==> src/rtl/shm_pkg.sv <==
package shm_pkg;
  typedef enum logic [1:0] {
    KIND_HIT   = 2'b00,
    KIND_PLAIN = 2'b01,
    KIND_COH   = 2'b10
  } acc_kind_e;

  // write is true-sharing if any remote touch; read only if remote write
  function automatic logic is_true_share(logic wr, logic rem_wr, logic rem_rd);
    return wr ? (rem_wr | rem_rd) : rem_wr;
  endfunction
endpackage

==> src/rtl/shm_lookup.sv <==
module shm_lookup
  import shm_pkg::*;
(
  input  logic      acc_i,
  input  logic      wr_i,
  input  logic      tag_hit_i,
  input  logic      valid_i,
  input  logic      ro_i,
  output acc_kind_e kind_o
);
  always_comb begin
    if (!acc_i)                          kind_o = KIND_HIT;
    else if (!tag_hit_i)                 kind_o = KIND_PLAIN;
    else if (!valid_i || (wr_i && ro_i)) kind_o = KIND_COH;
    else                                 kind_o = KIND_HIT;
  end
endmodule

==> src/rtl/shm_word_vec.sv <==
module shm_word_vec #(
  parameter int WORDS = 16,
  parameter int IDX_W = 4
) (
  input  logic             clk_i,
  input  logic             rst_ni,
  input  logic             upd_i,
  input  logic             wr_i,
  input  logic [IDX_W-1:0] idx_i,
  input  logic             clr_i,
  output logic [WORDS-1:0] lw_o,
  output logic [WORDS-1:0] lr_o
);
  for (genvar g = 0; g < WORDS; g++) begin : g_word
    logic hit;
    assign hit = upd_i && (idx_i == IDX_W'(g));
    always_ff @(posedge clk_i or negedge rst_ni) begin
      if (!rst_ni) begin
        lw_o[g] <= 1'b0;
        lr_o[g] <= 1'b0;
      end else if (clr_i) begin
        lw_o[g] <= 1'b0;
        lr_o[g] <= 1'b0;
      end else if (hit) begin
        if (wr_i) lw_o[g] <= 1'b1;
        lr_o[g] <= !wr_i;
      end
    end
  end

  p_write_marks_r6: assert property (@(posedge clk_i) disable iff (!rst_ni)
    upd_i && wr_i && !clr_i |=> lw_o[$past(idx_i)] && !lr_o[$past(idx_i)]);
  p_read_marks_r6: assert property (@(posedge clk_i) disable iff (!rst_ni)
    upd_i && !wr_i && !clr_i |=> lr_o[$past(idx_i)]);
endmodule

==> src/rtl/shm_verdict.sv <==
module shm_verdict
  import shm_pkg::*;
#(
  parameter int WORDS = 16,
  parameter int IDX_W = 4,
  parameter int PC_W  = 32
) (
  input  logic             clk_i,
  input  logic             rst_ni,
  input  logic             coh_miss_i,
  input  logic             upd_i,
  input  logic             wr_i,
  input  logic [IDX_W-1:0] idx_i,
  input  logic [PC_W-1:0]  pc_i,
  input  logic [WORDS-1:0] oth_wr_i,
  input  logic [WORDS-1:0] oth_rd_i,
  input  logic             clr_i,
  output logic             cm_o,
  output logic             fs_o,
  output logic [PC_W-1:0]  pc_o
);
  logic [WORDS-1:0] ow_q, or_q, ow_sel, or_sel;
  logic             true_now;

  // the missing access is judged against the vectors arriving with it
  assign ow_sel   = coh_miss_i ? oth_wr_i : ow_q;
  assign or_sel   = coh_miss_i ? oth_rd_i : or_q;
  assign true_now = is_true_share(wr_i, ow_sel[idx_i], or_sel[idx_i]);

  always_ff @(posedge clk_i or negedge rst_ni) begin
    if (!rst_ni) begin
      cm_o <= 1'b0;
      fs_o <= 1'b0;
      pc_o <= '0;
      ow_q <= '0;
      or_q <= '0;
    end else if (clr_i) begin
      cm_o <= 1'b0;
      fs_o <= 1'b0;
      ow_q <= '0;
      or_q <= '0;
    end else if (coh_miss_i) begin
      cm_o <= 1'b1;
      fs_o <= !true_now;
      pc_o <= pc_i;
      ow_q <= oth_wr_i;
      or_q <= oth_rd_i;
    end else if (upd_i && cm_o && true_now) begin
      fs_o <= 1'b0;
    end
  end

  p_miss_latch_r2: assert property (@(posedge clk_i) disable iff (!rst_ni)
    coh_miss_i && !clr_i |=> cm_o && (pc_o == $past(pc_i)));
  p_true_sticky_r5: assert property (@(posedge clk_i) disable iff (!rst_ni)
    cm_o && !fs_o && !clr_i && !coh_miss_i |=> !fs_o);
endmodule

==> src/rtl/shm_rec_port.sv <==
module shm_rec_port #(
  parameter int PC_W = 32
) (
  input  logic            clk_i,
  input  logic            rst_ni,
  input  logic            evict_i,
  input  logic            cm_i,
  input  logic            fs_i,
  input  logic [PC_W-1:0] pc_i,
  input  logic            ready_i,
  output logic            ack_o,
  output logic            valid_o,
  output logic [PC_W-1:0] pc_o,
  output logic            fs_o
);
  assign ack_o = evict_i && !valid_o;

  always_ff @(posedge clk_i or negedge rst_ni) begin
    if (!rst_ni) begin
      valid_o <= 1'b0;
      pc_o    <= '0;
      fs_o    <= 1'b0;
    end else if (ack_o && cm_i) begin
      valid_o <= 1'b1;
      pc_o    <= pc_i;
      fs_o    <= fs_i;
    end else if (valid_o && ready_i) begin
      valid_o <= 1'b0;
    end
  end

  p_rec_hold_r10: assert property (@(posedge clk_i) disable iff (!rst_ni)
    valid_o && !ready_i |=> valid_o && $stable(pc_o) && $stable(fs_o));
  p_rec_needs_miss_r8: assert property (@(posedge clk_i) disable iff (!rst_ni)
    $rose(valid_o) |-> $past(cm_i));
endmodule

==> src/rtl/share_miss_classifier.sv <==
module share_miss_classifier
  import shm_pkg::*;
#(
  parameter  int LINE_BYTES = 64,
  parameter  int WORD_BYTES = 4,
  parameter  int PC_W       = 32,
  localparam int WORDS      = LINE_BYTES / WORD_BYTES,
  localparam int IDX_W      = $clog2(WORDS)
) (
  input  logic             clk_i,
  input  logic             rst_ni,
  input  logic             acc_valid_i,
  input  logic             acc_write_i,
  input  logic [IDX_W-1:0] acc_word_i,
  input  logic [PC_W-1:0]  acc_pc_i,
  input  logic             tag_match_i,
  input  logic             line_valid_i,
  input  logic             line_ro_i,
  input  logic [WORDS-1:0] oth_wr_i,
  input  logic [WORDS-1:0] oth_rd_i,
  output logic [1:0]       kind_o,
  input  logic             evict_valid_i,
  output logic             evict_ack_o,
  output logic             exp_valid_o,
  output logic [WORDS-1:0] exp_wr_o,
  output logic [WORDS-1:0] exp_rd_o,
  output logic             rec_valid_o,
  input  logic             rec_ready_i,
  output logic [PC_W-1:0]  rec_pc_o,
  output logic             rec_false_o
);
  logic             acc_eff, coh_miss, cm, fs;
  logic [PC_W-1:0]  miss_pc;
  logic [WORDS-1:0] lw, lr;
  acc_kind_e        kind;

  // eviction owns the line; accesses in that window are dropped
  assign acc_eff  = acc_valid_i && !evict_valid_i;
  assign coh_miss = (kind == KIND_COH);
  assign kind_o   = kind;

  shm_lookup u_lookup (
    .acc_i     (acc_eff),
    .wr_i      (acc_write_i),
    .tag_hit_i (tag_match_i),
    .valid_i   (line_valid_i),
    .ro_i      (line_ro_i),
    .kind_o    (kind)
  );

  shm_word_vec #(.WORDS(WORDS), .IDX_W(IDX_W)) u_vec (
    .clk_i  (clk_i),
    .rst_ni (rst_ni),
    .upd_i  (acc_eff),
    .wr_i   (acc_write_i),
    .idx_i  (acc_word_i),
    .clr_i  (evict_ack_o),
    .lw_o   (lw),
    .lr_o   (lr)
  );

  shm_verdict #(.WORDS(WORDS), .IDX_W(IDX_W), .PC_W(PC_W)) u_verdict (
    .clk_i      (clk_i),
    .rst_ni     (rst_ni),
    .coh_miss_i (coh_miss),
    .upd_i      (acc_eff),
    .wr_i       (acc_write_i),
    .idx_i      (acc_word_i),
    .pc_i       (acc_pc_i),
    .oth_wr_i   (oth_wr_i),
    .oth_rd_i   (oth_rd_i),
    .clr_i      (evict_ack_o),
    .cm_o       (cm),
    .fs_o       (fs),
    .pc_o       (miss_pc)
  );

  shm_rec_port #(.PC_W(PC_W)) u_rec (
    .clk_i   (clk_i),
    .rst_ni  (rst_ni),
    .evict_i (evict_valid_i),
    .cm_i    (cm),
    .fs_i    (fs),
    .pc_i    (miss_pc),
    .ready_i (rec_ready_i),
    .ack_o   (evict_ack_o),
    .valid_o (rec_valid_o),
    .pc_o    (rec_pc_o),
    .fs_o    (rec_false_o)
  );

  assign exp_valid_o = evict_ack_o;
  assign exp_wr_o    = lw;
  assign exp_rd_o    = lr;

  p_clear_after_evict_r9: assert property (@(posedge clk_i) disable iff (!rst_ni)
    evict_ack_o |=> (lw == '0) && (lr == '0) && !cm);
  p_stalled_access_ignored_r11: assert property (@(posedge clk_i) disable iff (!rst_ni)
    acc_valid_i && evict_valid_i && !evict_ack_o |=> $stable(lw) && $stable(lr));
endmodule

==> config.mk <==
export PLATFORM = sky130hd
export DESIGN_NAME = share_miss_classifier
export DESIGN_NICKNAME = d
export VERILOG_FILES = /design/src/rtl/shm_pkg.sv /design/src/rtl/shm_lookup.sv /design/src/rtl/shm_word_vec.sv /design/src/rtl/shm_verdict.sv /design/src/rtl/shm_rec_port.sv /design/src/rtl/share_miss_classifier.sv
export SDC_FILE = /design/constraint.sdc
export NUM_CORES = 1
export LEC_CHECK = 0
export ABC_AREA = 1
export BUFFER_PORTS_ARGS = -buffer_cell sky130_fd_sc_hd__buf_2
export CAP_MARGIN = 10
export CORE_ASPECT_RATIO = 0.5
export CORE_MARGIN = 2
export CORE_UTILIZATION = 40
export DETAILED_ROUTE_END_ITERATION = 7
export GPL_TIMING_DRIVEN = 1
export PLACE_DENSITY_LB_ADDON = 0.12
export SETUP_SLACK_MARGIN = 0.3
export SLEW_MARGIN = 40
export SYNTH_ARGS = -nofsm -noshare
export SYNTH_HDL_FRONTEND = slang
export SYNTH_HIERARCHICAL = 1
export SYNTH_SLANG_ARGS = --single-unit
==> constraint.sdc <==
create_clock -name clk_i -period 4.6 [get_ports clk_i]
set_clock_uncertainty 0.1 [all_clocks]
set_input_delay 0.46 -clock clk_i [delete_from_list [all_inputs] [get_ports clk_i]]
set_output_delay 0.46 -clock clk_i [all_outputs]
set_load 0.05 [all_outputs]
### After elaboration in Yosys (flattened, before gate mapping)

Index checks and enable logic that the tools add are counted.

| word-level totals | value |
|---|---|
| register bits after elaboration | 132 |
| bits in latches | 0 |
| bits in writable memories | 0 |
| bits in read-only memories | 0 |
| bits of input ports | 77 |
| output and inout bits | 70 |
| memories kept | 0 |

| cells by class | value |
|---|---|
| $add $sub $neg | 0 |
| multipliers | 0 |
| div/mod/pow operators | 0 |
| order comparisons | 1 |
| equal/unequal tests | 16 |
| shift operators | 0 |
| multiplexer cells | 84 |
| bitwise operators | 2 |
| reduce and logical (&&, ||, !) cells | 67 |

Operators with widths:

| operator | number |
|---|---|
| 2-to-1 mux 1 bit | 75 |
| 2-to-1 mux 16 bit | 4 |
| nonzero test 2 bit | 19 |
| AND reduction 2 bit | 17 |
| equality test 4 bit (second input constant) | 8 |
| logical AND 1 bit | 23 |
| equality test 4 x 3 -> 1 bit (second input constant) | 4 |
| binary-select mux 1 bit (select 4 bit) | 2 |
| equality test 4 x 2 -> 1 bit (second input constant) | 2 |
| 2-to-1 mux 2 bit | 3 |
| logical NOT 1 bit | 5 |
| less-than comparator 4 x 5 -> 1 bit (second input constant) | 1 |
| equality test 4 x 1 -> 1 bit (second input constant) | 1 |
| logical NOT 4 bit | 1 |
| nonzero test 3 bit | 1 |
| equality test 2 bit (second input constant) | 1 |
| logical OR 1 bit | 1 |
| inverter 1 bit | 1 |
| OR 1 bit | 1 |

### Depth between registers and ports, before layout

| logic depth | value |
|---|---|
| word-level depth | 15 |
| gate-level depth with buffers | 20 |

### Modules after synthesis

Netlist, hierarchy kept.

Modules (own cells, without submodules):

| module | instances | cells an instance | area each (sq um) | sequential area each (sq um) |
|---|---|---|---|---|
| shm_verdict | 1 | 310 | 3,083.0 | 1,651.6 |
| shm_rec_port | 1 | 152 | 1,432.6 | 850.8 |
| shm_word_vec | 1 | 166 | 1,360.1 | 800.8 |
| share_miss_classifier | 1 | 5 | 27.5 | 0.0 |
| shm_lookup | 1 | 5 | 23.8 | 0.0 |

### Worst setup path after synthesis

OpenSTA, ideal clock, no wires.

| timing path | value |
|---|---|
| path kind | input-to-reg |
| from | in evict_valid_i |
| to | reg u_verdict.pc_o[10] |
| setup time | 0.125 ns |
| arrival time | 2.536 ns |
| path slack | 1.839 ns |
| stages on the path | 9 |
| buffers on the path | 5 |
| path through | buf_4 > buf_2 > inv_1 > nor2_1 > clkbuf_1 > or2_1 > buf_6 > buf_6 > mux2_4 |

| between the ends | value |
|---|---|
| elaborated cells between the ends (all ways) | 7 |
| those cells by class | eq/ne: 1; mux: 1; bitwise: 1; reduce/logical: 4 |

RTL lines:

| what | line | text |
|---|---|---|
| start, declared | share_miss_classifier.sv:22 | `input logic evict_valid_i,` |
| logical AND 1 bit | shm_rec_port.sv:16 | `assign ack_o = evict_i && !valid_o;` |
| via evict_ack_o | share_miss_classifier.sv:23 | `output logic evict_ack_o,` |
| inverter 1 bit (no source line) | -- |  |
| AND reduction 2 bit (no source line) | -- |  |
| end signal, assigned | shm_verdict.sv:45 | `pc_o <= pc_i;` |
| end, declared | shm_verdict.sv:20 | `output logic [PC_W-1:0] pc_o` |

The timed path passes the listed nets, and every way through them passes these cells.
A chain may end at the register's enable or synchronous reset.

### Final worst setup path

| timing path | value |
|---|---|
| from | in evict_valid_i |
| to | out evict_ack_o |

| between the ends | value |
|---|---|
| word-level cells in the longest chain between the ends | 1 |

RTL lines:

| what | line |
|---|---|
| logical AND 1 bit | shm_rec_port.sv:16 |
| end, declared | share_miss_classifier.sv:23 |

No other way between the ends.

==> results list <==
* Critical-path cell with the highest stage delay: buf_2
- Required @ worst endpoint: 4040 ps
* GP Congestion: 0.766
- Power spread over the standard cell area amounts to 523 nW/um2.
- Setup repair after global routing left no endpoint under its margin.
- Max transition margin: 0.488
* Post-CTS Setup Bufs: 0
- The library cell used most frequently in the layout, excluding fill and tap cells, is nand2_1.
- Sequential cell area: 3300 um2
- Worst Hold Path Cells: 2
- The number of endpoints with negative hold slack in the final report is 0.
- Buf+Inv Stages, Crit Path: 4
- Each instance of the synthesized netlist takes up on average 9.29 um2.
- Once the clock tree was built, the resizer swapped 0 gates to a different size.
- For this run, the total global-route usage over all layers was measured as 0.197.
- Capturing element type of the critical path: primary output
- The pre-antenna-repair detailed-routing pass consisted of 5 iterations.
- Post-synthesis to final-layout area growth: 23.4%
* Number of antenna violations at the first check in global routing: 0
- Met2 Resource Use GR: 0.299
- H-tree lvl count: 4
- In this run the worst hold path is classified as input port to register.
- The worst register-to-register path has a depth of 5.
* Clock root buffer master: clkbuf_16
* Number of max-cap violations: 0
- Placed Instances: 948
- Status: finished clean
* Drt total wl: 14800 um
- The floorplan step defined a die boundary enclosing 15900 um2.
- Net switching component of the power: 1.32 mW
* Number of antenna-violating nets in the routed design: 0
- In the global route stage, met1 resource usage came out at 0.284.
- Critical Path Max Stage Delay: 580 ps
* Inserted Clock Buffers: 17
- Layout cell share with drive strength beyond 1: 0.285
- 147 I/O pins were placed.
* Most used cell along the critical path: buf_2
- Overall power consumption after layout is estimated at 3.83 mW.
- Of the total power, the share spent switching nets is 0.346.
- Iteration-0 DRC count of the detailed router: 348
- Int Pwr: 2.50 mW
- Sequential share of the synthesized area: 0.557
- For this configuration, the core starts out at a cell density of 0.410.
- The repair_antennas step left the layout with diodes totalling 0.
- In this design, the largest share of critical-path delay is due to buffers and inverters.
- Launching element type of the critical path: input port
- Fill cells in the final layout number 1434.
- Routed length per placed instance: 15.1 um
* First-pass GRT wire length: 24700 um
- The clock passes through at most 2 buffers.
- Most crowded layer after global routing: met2
* # clock sinks: 132
- Worst setup path class: input port to primary output
* Register clock-pin slew on the reported worst setup and hold paths: 50 ps
- Final number of max-transition violations: 0
* Global route overflow: 0
- Cell area after synthesis: 5930 um2
- Maximum number of pins on one net before global-route repair: 98
- Input and output buffers added on the ports amount to 146.
- After routing, the total negative slack on setup checks comes to 0 ps.
- Share of the clock period used by the worst path after layout: 0.604
- Across the VDD grid, the largest voltage drop is 0.199 mV.
* Critical path data arrival time: 2220 ps
- Clock tree from TritonCTS: done
- Yosys reg bits: 132
- Number of placement rows: 31
* Nets in the synthesized netlist: 715
- Core ar.: 14500 um2
* Clock insertion delay at the later pin of the skew report: 410 ps
- Die boundary width: 176 um
* Critical path peak fanout: 52
- Static timing analysis puts the maximum clock frequency at 360 MHz.
- The multi-input combinational cells in the finished layout cover a total of 2170 um2.
- Post-DR vias/cell: 4.81
* Slew at the pin with the worst max-slew slack: 768 ps
- GR Layer Usage met3: 0.0419
- In the routed design, unresolved DRC markers number 0.
- HPWL after detailed placement: 9560 um
- Unique cell type count in the Yosys netlist: 22
* Die height: 90.1 um
* Relative contribution of the clock network to total power: 0.366
- The critical path crosses 5 cells after its start point.
- Final non-filler cell total: 981
* Yosys synthesis warning count: 6
- Detailed routing inserted a total of 4723 vias.
- The worst path needs 2780 ps of the cycle, external delays included.
- The analysis attributes to cell leakage a power of 3.96 nW.
- Part of the total power dissipated in combinational logic: 0.249
- Gate count after technology mapping: 638
* Sequential share of power: 0.386
- In the final design database the tool counted 847 nets.
- Vias in the first global route: 4688
* Top library cells by usage in the layout, fill and taps aside: 186 x nand2_1, 145 x buf_2, 132 x dfrtp_1
* Setup violators final: 0
* Worst path cell trace: buf_2, inv_1, nor2_4, buf_4, buf_2
-- cells by family after synthesis --
family / share of synthesized area
AND/OR/NAND/NOR: 0.241
buffers and inverters: 0.0775
flip-flops: 0.557
AO/OA/AOI/OAI: 0.0454
multiplexers: 0.0785
-- layer usage --
layer | vias up | part of all wire
met5 | - | 0
met4 | 0 | 0.0047
met3 | 6 | 0.051
met2 | 116 | 0.46
met1 | 2261 | 0.49
li1 | 2340 | -
-- Yosys cell counts, drive strengths merged --
master | count | area, um2
inv | 47 | 176
clkbuf | 5 | 18.8
nand4 | 35 | 219
nand2 | 186 | 698
or2 | 1 | 6.26
mux2 | 32 | 465
buf | 34 | 257
dfrtp | 132 | 3300
nor2 | 59 | 234
o21ai | 12 | 60.1
nand3 | 52 | 273
a21oi | 41 | 209
clkinv | 2 | 7.51
-- worst paths after layout --
check                               endpoint           start  slack (ps)
setup / recovery                 evict_ack_o   evict_valid_i        1820
hold / removal                 u_rec/valid_o     rec_ready_i         150
setup reg to reg               u_vec/lr_o[3]   u_rec/valid_o        2290
hold reg to reg               u_rec/pc_o[11]  u_rec/pc_o[11]         360
max in group asynchronous      u_vec/lr_o[2]          rst_ni        2890
min in group asynchronous  u_verdict/or_q[5]          rst_ni         550
-- cell type report --
class,count,share of cell area
clock buffer,19,0.0592
clock inverter,13,0.0239
inverter,49,0.0251
multi-input combinational,418,0.297
sequential,132,0.452
tap,198,0.0339
timing repair buffer,152,0.109
-- sequential cells by signal, summed over array words and instances, names as in the netlist --
name and count:
u_verdict/ow_q 16, u_vec/lr_o 16, u_vec/lw_o 16, u_rec/pc_o 32, u_verdict/fs_o 1, u_verdict/pc_o 32, u_rec/valid_o 1, u_rec/fs_o 1
u_verdict/or_q 16, u_verdict/cm_o 1
-- repair_timing --
item	4_1_cts	5_1_grt
endpoints found under the setup margin	0	0
hold buffers	1	0
endpoints found under the hold margin	1	0
-- power groups by stage --
stage,clock network [mW],logic [mW],registers (mW)
after global routing,1.49,1.02,1.50
after floorplan,0,0.308,1.89
final,1.40,0.953,1.48
after CTS,1.43,0.963,1.48
after detailed placement,0,0.958,1.50
after global placement,0,0.947,1.49
-- through the flow --
step,area [um2],hold WS [ps],utilization,worst slack [ps]
floorplan,5930,64.4,-,1840
global placement,6690,349,0.463,1470
CTS,7320,138,0.506,1820
global route,7320,145,0.506,1620
finish,7320,151,0.506,1820
detailed placement,6700,354,0.463,1430
Power figures use the tool's default switching activity.
